[config.mk]
export PLATFORM = sky130hd
export DESIGN_NAME = irqenc_top
export DESIGN_NICKNAME = d
export VERILOG_FILES = /design/src/rtl/irqenc_pkg.sv /design/src/rtl/irqenc_scan.sv /design/src/rtl/irqenc_ctrl.sv /design/src/rtl/irqenc_datapath.sv /design/src/rtl/irqenc_top.sv
export SDC_FILE = /design/constraint.sdc
export NUM_CORES = 1
export LEC_CHECK = 0
export ABC_AREA = 1
export BUFFER_PORTS_ARGS = -buffer_cell sky130_fd_sc_hd__buf_4
export CAP_MARGIN = 25
export CORE_MARGIN = 4
export CORE_UTILIZATION = 30
export CTS_CLUSTER_DIAMETER = 80
export DETAILED_ROUTE_END_ITERATION = 6
export GPL_ROUTABILITY_DRIVEN = 0
export SLEW_MARGIN = 10
export SYNTH_ARGS = -nofsm -noshare
export SYNTH_HDL_FRONTEND = slang
export SYNTH_HIERARCHICAL = 1
export SYNTH_SLANG_ARGS = --single-unit
[constraint.sdc]
create_clock -name clk -period 3.3 [get_ports clk]
set_input_delay 0.33 -clock clk [delete_from_list [all_inputs] [get_ports clk]]
set_output_delay 0.33 -clock clk [all_outputs]
set_load 0.01 [all_outputs]
[src/rtl/irqenc_pkg.sv]
package irqenc_pkg;

  // strobes handed from the register decoder to the datapath
  typedef struct packed {
    logic wrStatus;
    logic wrEnable;
    logic rdCodeCpu;
    logic softClr;
  } irqenc_strobe_t;

  localparam int ADDR_STATUS = 0;
  localparam int ADDR_ENABLE = 1;
  localparam int ADDR_CODE   = 2;

endpackage

[src/rtl/irqenc_scan.sv]
// Finds the lowest-index eligible source at or above a start index and
// returns its code (index + 1); zero when none qualifies.
module irqenc_scan #(
  parameter int NUM_SRC = 8,
  parameter int CODE_W  = 4
) (
  input  logic [NUM_SRC-1:0] elig,
  input  logic [CODE_W-1:0]  startCode,
  output logic [CODE_W-1:0]  foundCode
);

  logic [NUM_SRC-1:0] inRange;

  generate
    for (genvar g = 0; g < NUM_SRC; g++) begin : gRange
      assign inRange[g] = elig[g] && (g >= int'(startCode));
    end
  endgenerate

  always_comb begin
    foundCode = '0;
    for (int k = NUM_SRC - 1; k >= 0; k--) begin
      if (inRange[k]) foundCode = CODE_W'(k + 1);
    end
  end

endmodule

[src/rtl/irqenc_ctrl.sv]
// Register decode and read multiplexer.
module irqenc_ctrl
  import irqenc_pkg::*;
#(
  parameter int NUM_SRC = 8,
  parameter int DATA_W  = 16,
  parameter int ADDR_W  = 2,
  parameter int CODE_W  = 4
) (
  input  logic                 softRst,
  input  logic                 regWrEn,
  input  logic                 regRdEn,
  input  logic                 regDbg,
  input  logic [ADDR_W-1:0]    regAddr,
  input  logic [NUM_SRC-1:0]   flagQ,
  input  logic [NUM_SRC-1:0]   enQ,
  input  logic [CODE_W-1:0]    codeQ,
  output irqenc_strobe_t       strb,
  output logic [DATA_W-1:0]    regRdData
);

  logic selStatus, selEnable, selCode;

  always_comb begin
    selStatus = (regAddr == ADDR_W'(ADDR_STATUS));
    selEnable = (regAddr == ADDR_W'(ADDR_ENABLE));
    selCode   = (regAddr == ADDR_W'(ADDR_CODE));
  end

  always_comb begin
    strb.softClr   = softRst;
    strb.wrStatus  = regWrEn && selStatus;
    strb.wrEnable  = regWrEn && selEnable;
    strb.rdCodeCpu = regRdEn && !regDbg && selCode;
  end

  always_comb begin
    regRdData = '0;
    if (selStatus)      regRdData = DATA_W'(flagQ);
    else if (selEnable) regRdData = DATA_W'(enQ);
    else if (selCode)   regRdData = DATA_W'(codeQ);
  end

endmodule

[src/rtl/irqenc_datapath.sv]
// Flags, enables, served marks and the held code.
module irqenc_datapath
  import irqenc_pkg::*;
#(
  parameter int                 NUM_SRC   = 8,
  parameter int                 DATA_W    = 16,
  parameter int                 CODE_W    = 4,
  parameter int                 TX_IDX    = 4,
  parameter logic [NUM_SRC-1:0] W1C_MASK  = 8'b1110_1111,
  parameter logic [NUM_SRC-1:0] SIDE_MASK = 8'b0010_0011,
  parameter logic [NUM_SRC-1:0] RST_MASK  = 8'b0001_0000
) (
  input  logic                 clk,
  input  logic                 rstN,
  input  irqenc_strobe_t       strb,
  input  logic [DATA_W-1:0]    regWrData,
  input  logic [NUM_SRC-1:0]   evtPulse,
  input  logic                 txWrite,
  output logic [NUM_SRC-1:0]   flagQ,
  output logic [NUM_SRC-1:0]   enQ,
  output logic [CODE_W-1:0]    codeQ
);

  logic [NUM_SRC-1:0] servedQ;
  logic [NUM_SRC-1:0] clrHit;
  logic [NUM_SRC-1:0] readHit;
  logic [NUM_SRC-1:0] elig;
  logic [CODE_W-1:0]  scanCode;
  logic [CODE_W-1:0]  codeNext;

  generate
    for (genvar g = 0; g < NUM_SRC; g++) begin : gSrc
      localparam logic IS_TX = (g == TX_IDX);

      always_comb begin
        readHit[g] = strb.rdCodeCpu && (codeQ == CODE_W'(g + 1));
        clrHit[g]  = (W1C_MASK[g] && strb.wrStatus && regWrData[g])
                   || (SIDE_MASK[g] && readHit[g])
                   || (IS_TX && txWrite);
      end

      always_ff @(posedge clk or negedge rstN) begin
        if (!rstN) begin
          flagQ[g]   <= RST_MASK[g];
          servedQ[g] <= 1'b0;
        end else if (strb.softClr) begin
          flagQ[g]   <= RST_MASK[g];
          servedQ[g] <= 1'b0;
        end else begin
          if (evtPulse[g])     flagQ[g] <= 1'b1;
          else if (clrHit[g])  flagQ[g] <= 1'b0;

          if (evtPulse[g])     servedQ[g] <= 1'b0;
          else if (readHit[g]) servedQ[g] <= 1'b1;
          else                 servedQ[g] <= servedQ[g] && flagQ[g];
        end
      end

      assign elig[g] = flagQ[g] && enQ[g] && !servedQ[g];
    end
  endgenerate

  always_ff @(posedge clk or negedge rstN) begin
    if (!rstN)              enQ <= '0;
    else if (strb.wrEnable) enQ <= regWrData[NUM_SRC-1:0];
  end

  irqenc_scan #(
    .NUM_SRC (NUM_SRC),
    .CODE_W  (CODE_W)
  ) uScan (
    .elig      (elig),
    .startCode (codeQ),
    .foundCode (scanCode)
  );

  always_comb begin
    codeNext = codeQ;
    if (strb.rdCodeCpu || codeQ == '0) codeNext = scanCode;
  end

  always_ff @(posedge clk or negedge rstN) begin
    if (!rstN)             codeQ <= '0;
    else if (strb.softClr) codeQ <= '0;
    else                   codeQ <= codeNext;
  end

endmodule

[src/rtl/irqenc_top.sv]
module irqenc_top
  import irqenc_pkg::*;
#(
  parameter int NUM_SRC = 8,
  parameter int DATA_W  = 16,
  parameter int ADDR_W  = 2,
  parameter int TX_IDX  = 4
) (
  input  logic               clk,
  input  logic               rstN,
  input  logic               softRst,
  input  logic               regWrEn,
  input  logic               regRdEn,
  input  logic               regDbg,
  input  logic [ADDR_W-1:0]  regAddr,
  input  logic [DATA_W-1:0]  regWrData,
  output logic [DATA_W-1:0]  regRdData,
  input  logic [NUM_SRC-1:0] evtPulse,
  input  logic               txWrite,
  output logic               irqOut
);

  localparam int CODE_W = $clog2(NUM_SRC + 1);

  irqenc_strobe_t     strb;
  logic [NUM_SRC-1:0] flagQ;
  logic [NUM_SRC-1:0] enQ;
  logic [CODE_W-1:0]  codeQ;

  irqenc_ctrl #(
    .NUM_SRC (NUM_SRC),
    .DATA_W  (DATA_W),
    .ADDR_W  (ADDR_W),
    .CODE_W  (CODE_W)
  ) uCtrl (
    .softRst   (softRst),
    .regWrEn   (regWrEn),
    .regRdEn   (regRdEn),
    .regDbg    (regDbg),
    .regAddr   (regAddr),
    .flagQ     (flagQ),
    .enQ       (enQ),
    .codeQ     (codeQ),
    .strb      (strb),
    .regRdData (regRdData)
  );

  irqenc_datapath #(
    .NUM_SRC (NUM_SRC),
    .DATA_W  (DATA_W),
    .CODE_W  (CODE_W),
    .TX_IDX  (TX_IDX)
  ) uDp (
    .clk       (clk),
    .rstN      (rstN),
    .strb      (strb),
    .regWrData (regWrData),
    .evtPulse  (evtPulse),
    .txWrite   (txWrite),
    .flagQ     (flagQ),
    .enQ       (enQ),
    .codeQ     (codeQ)
  );

  assign irqOut = (codeQ != '0);

endmodule

==> summary.md, run 1 <==
| Metric | Value |
|---|---|
| Outcome | `completed` |
| Setup violators final | `0` |
| Share of cells above drive strength 1 | `0.211` |
| Switch Pwr | `0.370 mW` |
| H-Tree Depth | `1` |
| Vias in the first global route | `1532` |
| CTS tree | `done` |
| Maximum vdd drop | `265 uV` |
| Core area | `5610 sq um` |
| Worst Setup Start Kind | `register` |
| DIE WIDTH | `84.6 um` |
| Int Pwr | `0.678 mW` |
| Final Slew Violations | `0` |
| Post-CTS Resized | `0` |
| Gate power share | `0.300` |
| Synth top area share | `0.384` |
| DR iter-0 viols | `108` |
| Worst path cell trace | `nand3_1 -> nand3_1 -> buf_4` |
| Post-Synthesis Cells | `243` |
| RSZ-0062 raised after global routing | `no` |
| Final Cycle Share | `0.499` |
| Initial Util | `0.314` |
| Via count | `1614` |
| Clk sinks | `28` |
| Sequential area share after synthesis | `0.399` |
| Seq pwr share | `0.432` |
| Hold Crit Class | `primary input to register` |
| Largest net degree at the start of global routing | `29` |
| Via density | `4.65` |
| Pwr per Cell Area | `500 nW/um^2` |
| Initial DRT Pass Iterations | `4` |
| Synth warnings | `6` |
| CP delay by family, top | `flip-flops` |
| Die Ht | `84.6 um` |
| Placed Area | `2010 sq um` |
| Setup TNS | `0 ns` |
| Max_cap viols | `0` |
| Critical path endpoint category | `primary output` |
| Drt total wl | `4.44 mm` |
| WS Path Type | `register to primary output` |
| Clk_skew | `0.00950 ns` |
| Area contributors post-synth | `dfrtp_1 (38%), nand2_1 (15%), nand3_1 (9.1%)` |
| Post-CTS Setup Bufs | `0` |
| Net Sw Frac | `0.353` |
| Clock root buffer | `clkbuf_8` |
| Synth unique cells | `27` |
| Worst slew pin tran | `0.511 ns` |
| Site Rows | `27` |
| Worst-skew pair later-pin latency | `0.29 ns` |
| Post-detailed-route DRC marker count | `0` |
| Mapped Area | `1760 sq um` |
| Crit Path Max Fanout | `14` |
| GRT overflow | `0` |
| Die area | `7160 sq um` |
| Clock power share | `0.268` |
| Syn avg cell area | `7.24 sq um` |
| Most frequent cells in the layout | `nand2_1 (71), buf_4 (33), nand3_1 (32)` |
| DPL Wire Length | `3.27 mm` |
| Flops & latches, synth | `28` |
| WL/cell | `12.8 um` |
| Number of nets in the layout | `309` |
| Worst Path Buf+Inv | `1` |
| Initial antenna violation count | `0` |
| Final Hold Fails | `0` |
| Cell taking the most area after synthesis | `dfrtp_1` |
| Design area | `2100 sq um` |
| Post-DRT Antenna Nets | `0` |
| I/O pins | `50` |
| Ant. Diodes | `0` |
| Static leakage | `1.05 nW` |
| Final min period | `1.65 ns` |
| CP most frequent cell | `nand3_1` |
| Number of buffers added on ports | `33` |
| Global-route usage over all layers | `0.129` |
| First-pass GRT wire length | `7.36 mm` |
| Worst Path Arrival | `1.32 ns` |
| Peak Freq | `0.607 GHz` |
| Peak per-stage delay on the critical path | `0.65 ns` |
| Clock tree buffer depth | `2` |
| Commonest non-fill, non-tap cell in the layout | `nand2_1` |
| Area Growth Syn to Fin | `19.1%` |
| CP max stage cell | `dfrtp_1` |
| Slew Limit Headroom | `0.658` |
| CTS Buf Count | `3` |
| Clk slew on worst S/H paths | `0.11 ns` |
| CP Data Required Time | `2.97 ns` |
-- stage by stage --
stage	power [mW]	instances	hold WS, ns	util	setup WS [ns]
5_1_grt	1.13	347	0.180	0.374	1.56
2_1_floorplan	0.661	250	0.0344	-	1.97
3_3_place_gp	0.769	341	0.275	0.359	1.48
6_report	1.05	347	0.182	0.374	1.65
4_1_cts	1.05	346	0.178	0.373	1.65
3_5_place_dp	0.773	341	0.279	0.359	1.48
-- cell usage after synthesis (all sizes together) --
| master | n |
|---|---|
| nor2 | 21 |
| mux2 | 4 |
| and2 | 1 |
| nand4 | 4 |
| nand2 | 72 |
| inv | 31 |
| a21boi | 1 |
| dfstp | 1 |
| conb | 1 |
| a21oi | 18 |
| nor3 | 6 |
| or2 | 1 |
| o21ai | 7 |
| buf | 14 |
| dfrtp | 27 |
| nand3 | 34 |
-- layer usage --
metal	vias up	share of wire	GRT usage
met1	733	0.49	0.183
met5	-	0	0
met4	0	0.0092	0.0345
met3	2	0.064	0.0334
li1	834	-	-
met2	45	0.43	0.194
-- registers in the layout, indices dropped and copies added, names as in the netlist --
| name | cells |
|---|---|
| uDp/codeQ | 4 |
| uDp/servedQ | 8 |
| uDp/enQ | 8 |
| uDp/flagQ | 8 |
-- power groups by stage --
| stage | combinational (mW) | sequential [mW] | clock [mW] |
|---|---|---|---|
| after floorplan | 0.223 | 0.438 | 0 |
| after global placement | 0.309 | 0.459 | 0 |
| after detailed placement | 0.313 | 0.460 | 0 |
| after CTS | 0.315 | 0.453 | 0.287 |
| after global routing | 0.360 | 0.462 | 0.304 |
| final | 0.314 | 0.453 | 0.281 |
-- cell families after synthesis --
logic type      count (synthesis)  synth area share
flops                          28             0.399
simple gates                  139             0.357
buf+inv                        45             0.135
mux                             4            0.0256
compound gates                 26            0.0817
other cells                     1           0.00213
-- cell type report --
class	count	area [sq um]
Multi-Input combinational cell	177	847
Inverter	31	124
Fill cell	626	3510
Sequential cell	28	702
Clock inverter	1	30.0
Clock buffer	3	41.3
Timing Repair Buffer	35	263
Tap cell	72	90.1
-- final timing paths --
kind                       slack, ns  depth (start not counted)                        to                      from
setup / recovery                1.65                          3              regRdData[1]  uDp/codeQ[1]$_DFFE_PN0P_
setup reg to reg                1.78                         12  uDp/codeQ[0]$_DFFE_PN0P_  uDp/flagQ[4]$_DFFE_PN1P_
hold reg to reg                 0.52                          2  uDp/flagQ[4]$_DFFE_PN1P_  uDp/flagQ[4]$_DFFE_PN1P_
hold / removal                  0.18                          2  uDp/flagQ[4]$_DFFE_PN1P_                   txWrite
max in group asynchronous       2.49                          2  uDp/flagQ[4]$_DFFE_PN1P_                      rstN
min in group asynchronous       0.50                          2    uDp/enQ[4]$_DFFE_PN0P_                      rstN
-- timing repair --
action	CTS	global route
hold buffers	1	0
setup endpoints to repair	0	0
hold endpoints to repair	27	0
Power figures use the tool's default switching activity.
==> run 2: changes to the inputs <==
==> constraint.sdc (replaced) <==
create_clock -name clk -period 1.7 [get_ports clk]
set_input_delay 0.17 -clock clk [delete_from_list [all_inputs] [get_ports clk]]
set_output_delay 0.17 -clock clk [all_outputs]
set_load 0.01 [all_outputs]
==> summary.md, run 2 (synthesis results as in run 1) <==
| Metric | Value |
|---|---|
| Setup TNS | `0 ns` |
| Share of cells above drive strength 1 | `0.214` |
| RSZ-0062 raised after global routing | `no` |
| Number of nets in the layout | `310` |
| Die area | `7160 sq um` |
| Die Ht | `84.6 um` |
| Initial antenna violation count | `0` |
| Largest regs | `uDp/enQ (8), uDp/flagQ (8), uDp/servedQ (8)` |
| Commonest non-fill, non-tap cell in the layout | `nand2_1` |
| CTS tree | `done` |
| I/O pins | `50` |
| DIE WIDTH | `84.6 um` |
| Maximum vdd drop | `530 uV` |
| CP Data Required Time | `1.93 ns` |
| Worst Path Arrival | `1.74 ns` |
| Drt total wl | `4.32 mm` |
| Post-CTS Resized | `0` |
| Outcome | `completed` |
| Ant. Diodes | `0` |
| Peak Freq | `0.661 GHz` |
| Final Hold Fails | `0` |
| Largest net degree at the start of global routing | `29` |
| CTS Buf Count | `3` |
| H-Tree Depth | `1` |
| Design area | `2090 sq um` |
| Initial DRT Pass Iterations | `4` |
| Worst Setup Start Kind | `register` |
| Site Rows | `27` |
| GRT overflow | `0` |
| Clock root buffer | `clkbuf_8` |
| WL/cell | `12.4 um` |
| WS Path Type | `register to register` |
| Core area | `5610 sq um` |
| DPL Wire Length | `3.22 mm` |
| Global-route usage over all layers | `0.124` |
| First-pass GRT wire length | `7.20 mm` |
| Vias in the first global route | `1521` |
| Most frequent cells in the layout | `nand2_1 (71), buf_4 (35), nand3_1 (32)` |
| Clk sinks | `28` |
| Final min period | `1.51 ns` |
| Clk slew on worst S/H paths | `0.10 ns` |
| Post-detailed-route DRC marker count | `0` |
| Placed Area | `2030 sq um` |
| Worst-skew pair later-pin latency | `0.28 ns` |
| Max_cap viols | `0` |
| Final Slew Violations | `0` |
| Clk_skew | `0.00231 ns` |
| Clock tree buffer depth | `2` |
| Setup violators final | `0` |
| Static leakage | `1.05 nW` |
| DR iter-0 viols | `108` |
| Area Growth Syn to Fin | `18.8%` |
| Initial Util | `0.314` |
| Via density | `4.60` |
| Crit Path Max Fanout | `3` |
| Via count | `1602` |
| Critical path endpoint category | `register` |
| Pwr per Cell Area | `915 nW/um^2` |
| Final Cycle Share | `0.890` |
| Hold Crit Class | `primary input to register` |
| Number of buffers added on ports | `33` |
| Post-DRT Antenna Nets | `0` |
run 2: metal layers:
layer	global-route usage	routed length (um)	vias to the layer above
li1	-	-	828
met1	0.178	2120	714
met2	0.181	1770	55
met3	0.0393	392	5
met4	0.0302	38	0
met5	0	0	-
run 2: worst paths after layout:
| path | slack (ns) | from | endpoint | cells after the start |
|---|---|---|---|---|
| setup / recovery | 0.19 | uDp/flagQ[4]$_DFFE_PN1P_ | uDp/codeQ[0]$_DFFE_PN0P_ | 12 |
| hold / removal | 0.03 | txWrite | uDp/flagQ[4]$_DFFE_PN1P_ | 2 |
| setup reg to reg | 0.19 | uDp/flagQ[4]$_DFFE_PN1P_ | uDp/codeQ[0]$_DFFE_PN0P_ | 12 |
| hold reg to reg | 0.51 | uDp/flagQ[4]$_DFFE_PN1P_ | uDp/flagQ[4]$_DFFE_PN1P_ | 2 |
| max in group asynchronous | 1.06 | rstN | uDp/flagQ[4]$_DFFE_PN1P_ | 2 |
| min in group asynchronous | 0.34 | rstN | uDp/enQ[4]$_DFFE_PN0P_ | 2 |
run 2: repair_timing:
| action | 4_1_cts | 5_1_grt |
|---|---|---|
| hold buffers | 1 | 0 |
| buffers inserted | 0 | 0 |
| endpoints found under the hold margin | 27 | 0 |
run 2: cell type report:
cell class              instances  area, sq um
flip-flops and latches         28          702
repair buffers                 36          273
inverters                      31          124
multi-input cells             177          847
well taps                      72         90.1
fillers                       611         3520
clock buffers                   4         55.1
run 2: worst max-delay path, stage by stage, from the launching register on:
cell and delay, ns:
dfstp_2 0.55, inv_1 0.05, nor3_1 0.15, inv_1 0.07
nor2_1 0.09, nand2_1 0.10, nand2_1 0.09, nand2_1 0.05
nand2_1 0.05, nand2_1 0.05, nand2_1 0.06, nand3_1 0.08
nand2_1 0.06
run 2: stage by stage:
step	total power [mW]	hold slack, ns	setup WS [ns]	cells	util
after floorplan	1.28	-0.126	0.410	250	-
after global placement	1.49	0.114	0.226	343	0.361
after detailed placement	1.50	0.115	0.233	343	0.361
after CTS	1.93	0.0255	0.203	348	0.373
after global routing	2.06	0.0229	0.0717	348	0.373
final	1.91	0.0345	0.187	348	0.373
run 2: power by group:
group / internal [mW] / switching, mW
Clock: 0.208 / 0.216
Sequential: 0.742 / 0.135
Combinational: 0.260 / 0.352
Total: 1.21 / 0.704
==> run 3: changes to the inputs <==
--- a/config.mk
+++ b/config.mk
@@ -11,6 +11,7 @@
 export CORE_MARGIN = 4
 export CORE_UTILIZATION = 30
 export CTS_CLUSTER_DIAMETER = 80
+export CTS_CLUSTER_SIZE = 30
 export DETAILED_ROUTE_END_ITERATION = 6
 export GPL_ROUTABILITY_DRIVEN = 0
 export SLEW_MARGIN = 10
==> constraint.sdc (replaced) <==
create_clock -name clk -period 1.7 [get_ports clk]
set_input_delay 0.085 -clock clk [delete_from_list [all_inputs] [get_ports clk]]
set_output_delay 0.085 -clock clk [all_outputs]
set_load 0.01 [all_outputs]
==> summary.md, run 3 (synthesis results as in run 1) <==
| Metric | Value |
|---|---|
| Outcome | `completed` |
| Setup TNS | `0 ns` |
| Multi-input logic area | `847 sq um` |
| Largest regs | `uDp/enQ (8), uDp/flagQ (8), uDp/servedQ (8)` |
| CTS tree | `done` |
| Share of cells above drive strength 1 | `0.212` |
| Worst Path Arrival | `1.71 ns` |
| Peak Freq | `0.671 GHz` |
| Initial DRT Pass Iterations | `5` |
| Clk_skew | `0.00715 ns` |
| Die area | `7160 sq um` |
| Worst reg2reg setup slack | `0.21 ns` |
| Site Rows | `27` |
| Fillers | `615` |
| Placed Area | `2030 sq um` |
| Final Cycle Share | `0.877` |
| Clock root buffer | `clkbuf_8` |
| Most frequent cells in the layout | `nand2_1 (71), buf_4 (35), nand3_1 (32)` |
| Final min period | `1.49 ns` |
| Vias in the first global route | `1576` |
| Crit Path Max Fanout | `3` |
| Core area | `5610 sq um` |
| RSZ-0062 raised after global routing | `no` |
| WL/cell | `12.5 um` |
| Final Hold Fails | `0` |
| DR iter-0 viols | `102` |
| RR Endpoint | `uDp/codeQ[0]$_DFFE_PN0P_` |
| H-Tree Depth | `1` |
| Static leakage | `1.06 nW` |
| Maximum vdd drop | `495 uV` |
| Final Slew Violations | `0` |
| Number of nets in the layout | `312` |
| Post-CTS Setup Bufs | `0` |
| Setup violators final | `0` |
| Number of buffers added on ports | `33` |
| Clk sinks | `28` |
| Cell Count Post-Placement | `343` |
| Fin util | `0.376` |
| Initial Util | `0.314` |
| Largest net degree at the start of global routing | `29` |
| Hold_sp | `evtPulse[4]` |
| Clock tree buffer depth | `2` |
| Worst-skew pair later-pin latency | `0.28 ns` |
| Final non-filler cell total | `350` |
| CP Data Required Time | `1.92 ns` |
| Worst Setup Start Kind | `register` |
| Clk slew on worst S/H paths | `0.10 ns` |
| Overall Power | `1.91 mW` |
| CTS Buf Count | `3` |
| Pwr per Cell Area | `907 nW/um^2` |
| DIE WIDTH | `84.6 um` |
| Critical path endpoint category | `register` |
| Commonest non-fill, non-tap cell in the layout | `nand2_1` |
| Worst Hold Depth | `3` |
| Max_cap viols | `0` |
| Drt total wl | `4.39 mm` |
| R2R Path Start | `uDp/flagQ[4]$_DFFE_PN1P_` |
| WS Path Type | `register to register` |
| Initial antenna violation count | `0` |
| Global-route usage over all layers | `0.129` |
| Ant. Diodes | `0` |
| Area Growth Syn to Fin | `19.9%` |
| Min-Delay Endpoint | `uDp/flagQ[4]$_DFFE_PN1P_` |
| Hold Crit Class | `primary input to register` |
| Via count | `1623` |
| First-pass GRT wire length | `7.47 mm` |
| Die Ht | `84.6 um` |
| Post-detailed-route DRC marker count | `0` |
| Via density | `4.64` |
| Post-DRT Antenna Nets | `0` |
| Design area | `2110 sq um` |
| I/O pins | `50` |
| FF-to-FF path depth | `12` |
| GRT overflow | `0` |
| Reg area | `702 sq um` |
| DPL Wire Length | `3.29 mm` |
[run 3: cell type report]
type,instances,area share
Multi-Input combinational cell,177,0.401
Sequential cell,28,0.333
Timing Repair Buffer,38,0.139
Inverter,31,0.0587
Tap cell,72,0.0427
Clock buffer,4,0.0261
[run 3: report_power, final]
part | switching [mW] | internal, mW
combinational | 0.356 | 0.263
clock | 0.211 | 0.208
sequential | 0.135 | 0.742
total | 0.702 | 1.21
[run 3: worst max-delay path by stage]
stage,from,depth (start not counted),slack (ns),end
3_3_place_gp,uDp/flagQ[4]$_DFFE_PN1P_,12,0.23,uDp/codeQ[0]$_DFFE_PN0P_
2_1_floorplan,uDp/flagQ[4]$_DFFE_PN1P_,12,0.41,uDp/codeQ[0]$_DFFE_PN0P_
6_report,uDp/flagQ[4]$_DFFE_PN1P_,12,0.21,uDp/codeQ[0]$_DFFE_PN0P_
5_1_grt,uDp/flagQ[4]$_DFFE_PN1P_,12,0.02,uDp/codeQ[0]$_DFFE_PN0P_
4_1_cts,uDp/flagQ[4]$_DFFE_PN1P_,12,0.20,uDp/codeQ[0]$_DFFE_PN0P_
3_5_place_dp,uDp/flagQ[4]$_DFFE_PN1P_,12,0.23,uDp/codeQ[0]$_DFFE_PN0P_
[run 3: routing by layer]
layer / up-vias / GRT usage / wire length (um) / share of wire
met2: 54 / 0.196 / 1840 / 0.42
li1: 834 / - / - / -
met3: 4 / 0.0363 / 313 / 0.071
met4: 0 / 0.0345 / 57 / 0.013
met5: - / 0 / 0 / 0
met1: 731 / 0.178 / 2180 / 0.50
[run 3: stage by stage]
step                      hold slack [ns]  worst slack, ns
after floorplan                    -0.211            0.410
after global routing               0.0129           0.0217
after global placement             0.0291            0.229
final                             0.00783            0.210
after CTS                         0.00171            0.196
after detailed placement           0.0282            0.233
[run 3: repair_timing]
action                    4_1_cts  5_1_grt
resized for setup               0        0
hold endpoints to repair       29        0
hold buffers                    3        0
[run 3: critical path, stage by stage, from the launching register on]
cell and delay, ns:
dfstp_2 0.56, inv_1 0.05, nor3_1 0.16, inv_1 0.07, nor2_1 0.09, nand2_1 0.10, nand2_1 0.08, nand2_1 0.05
nand2_1 0.05, nand2_1 0.04, nand2_1 0.06, nand3_1 0.07, nand2_1 0.06
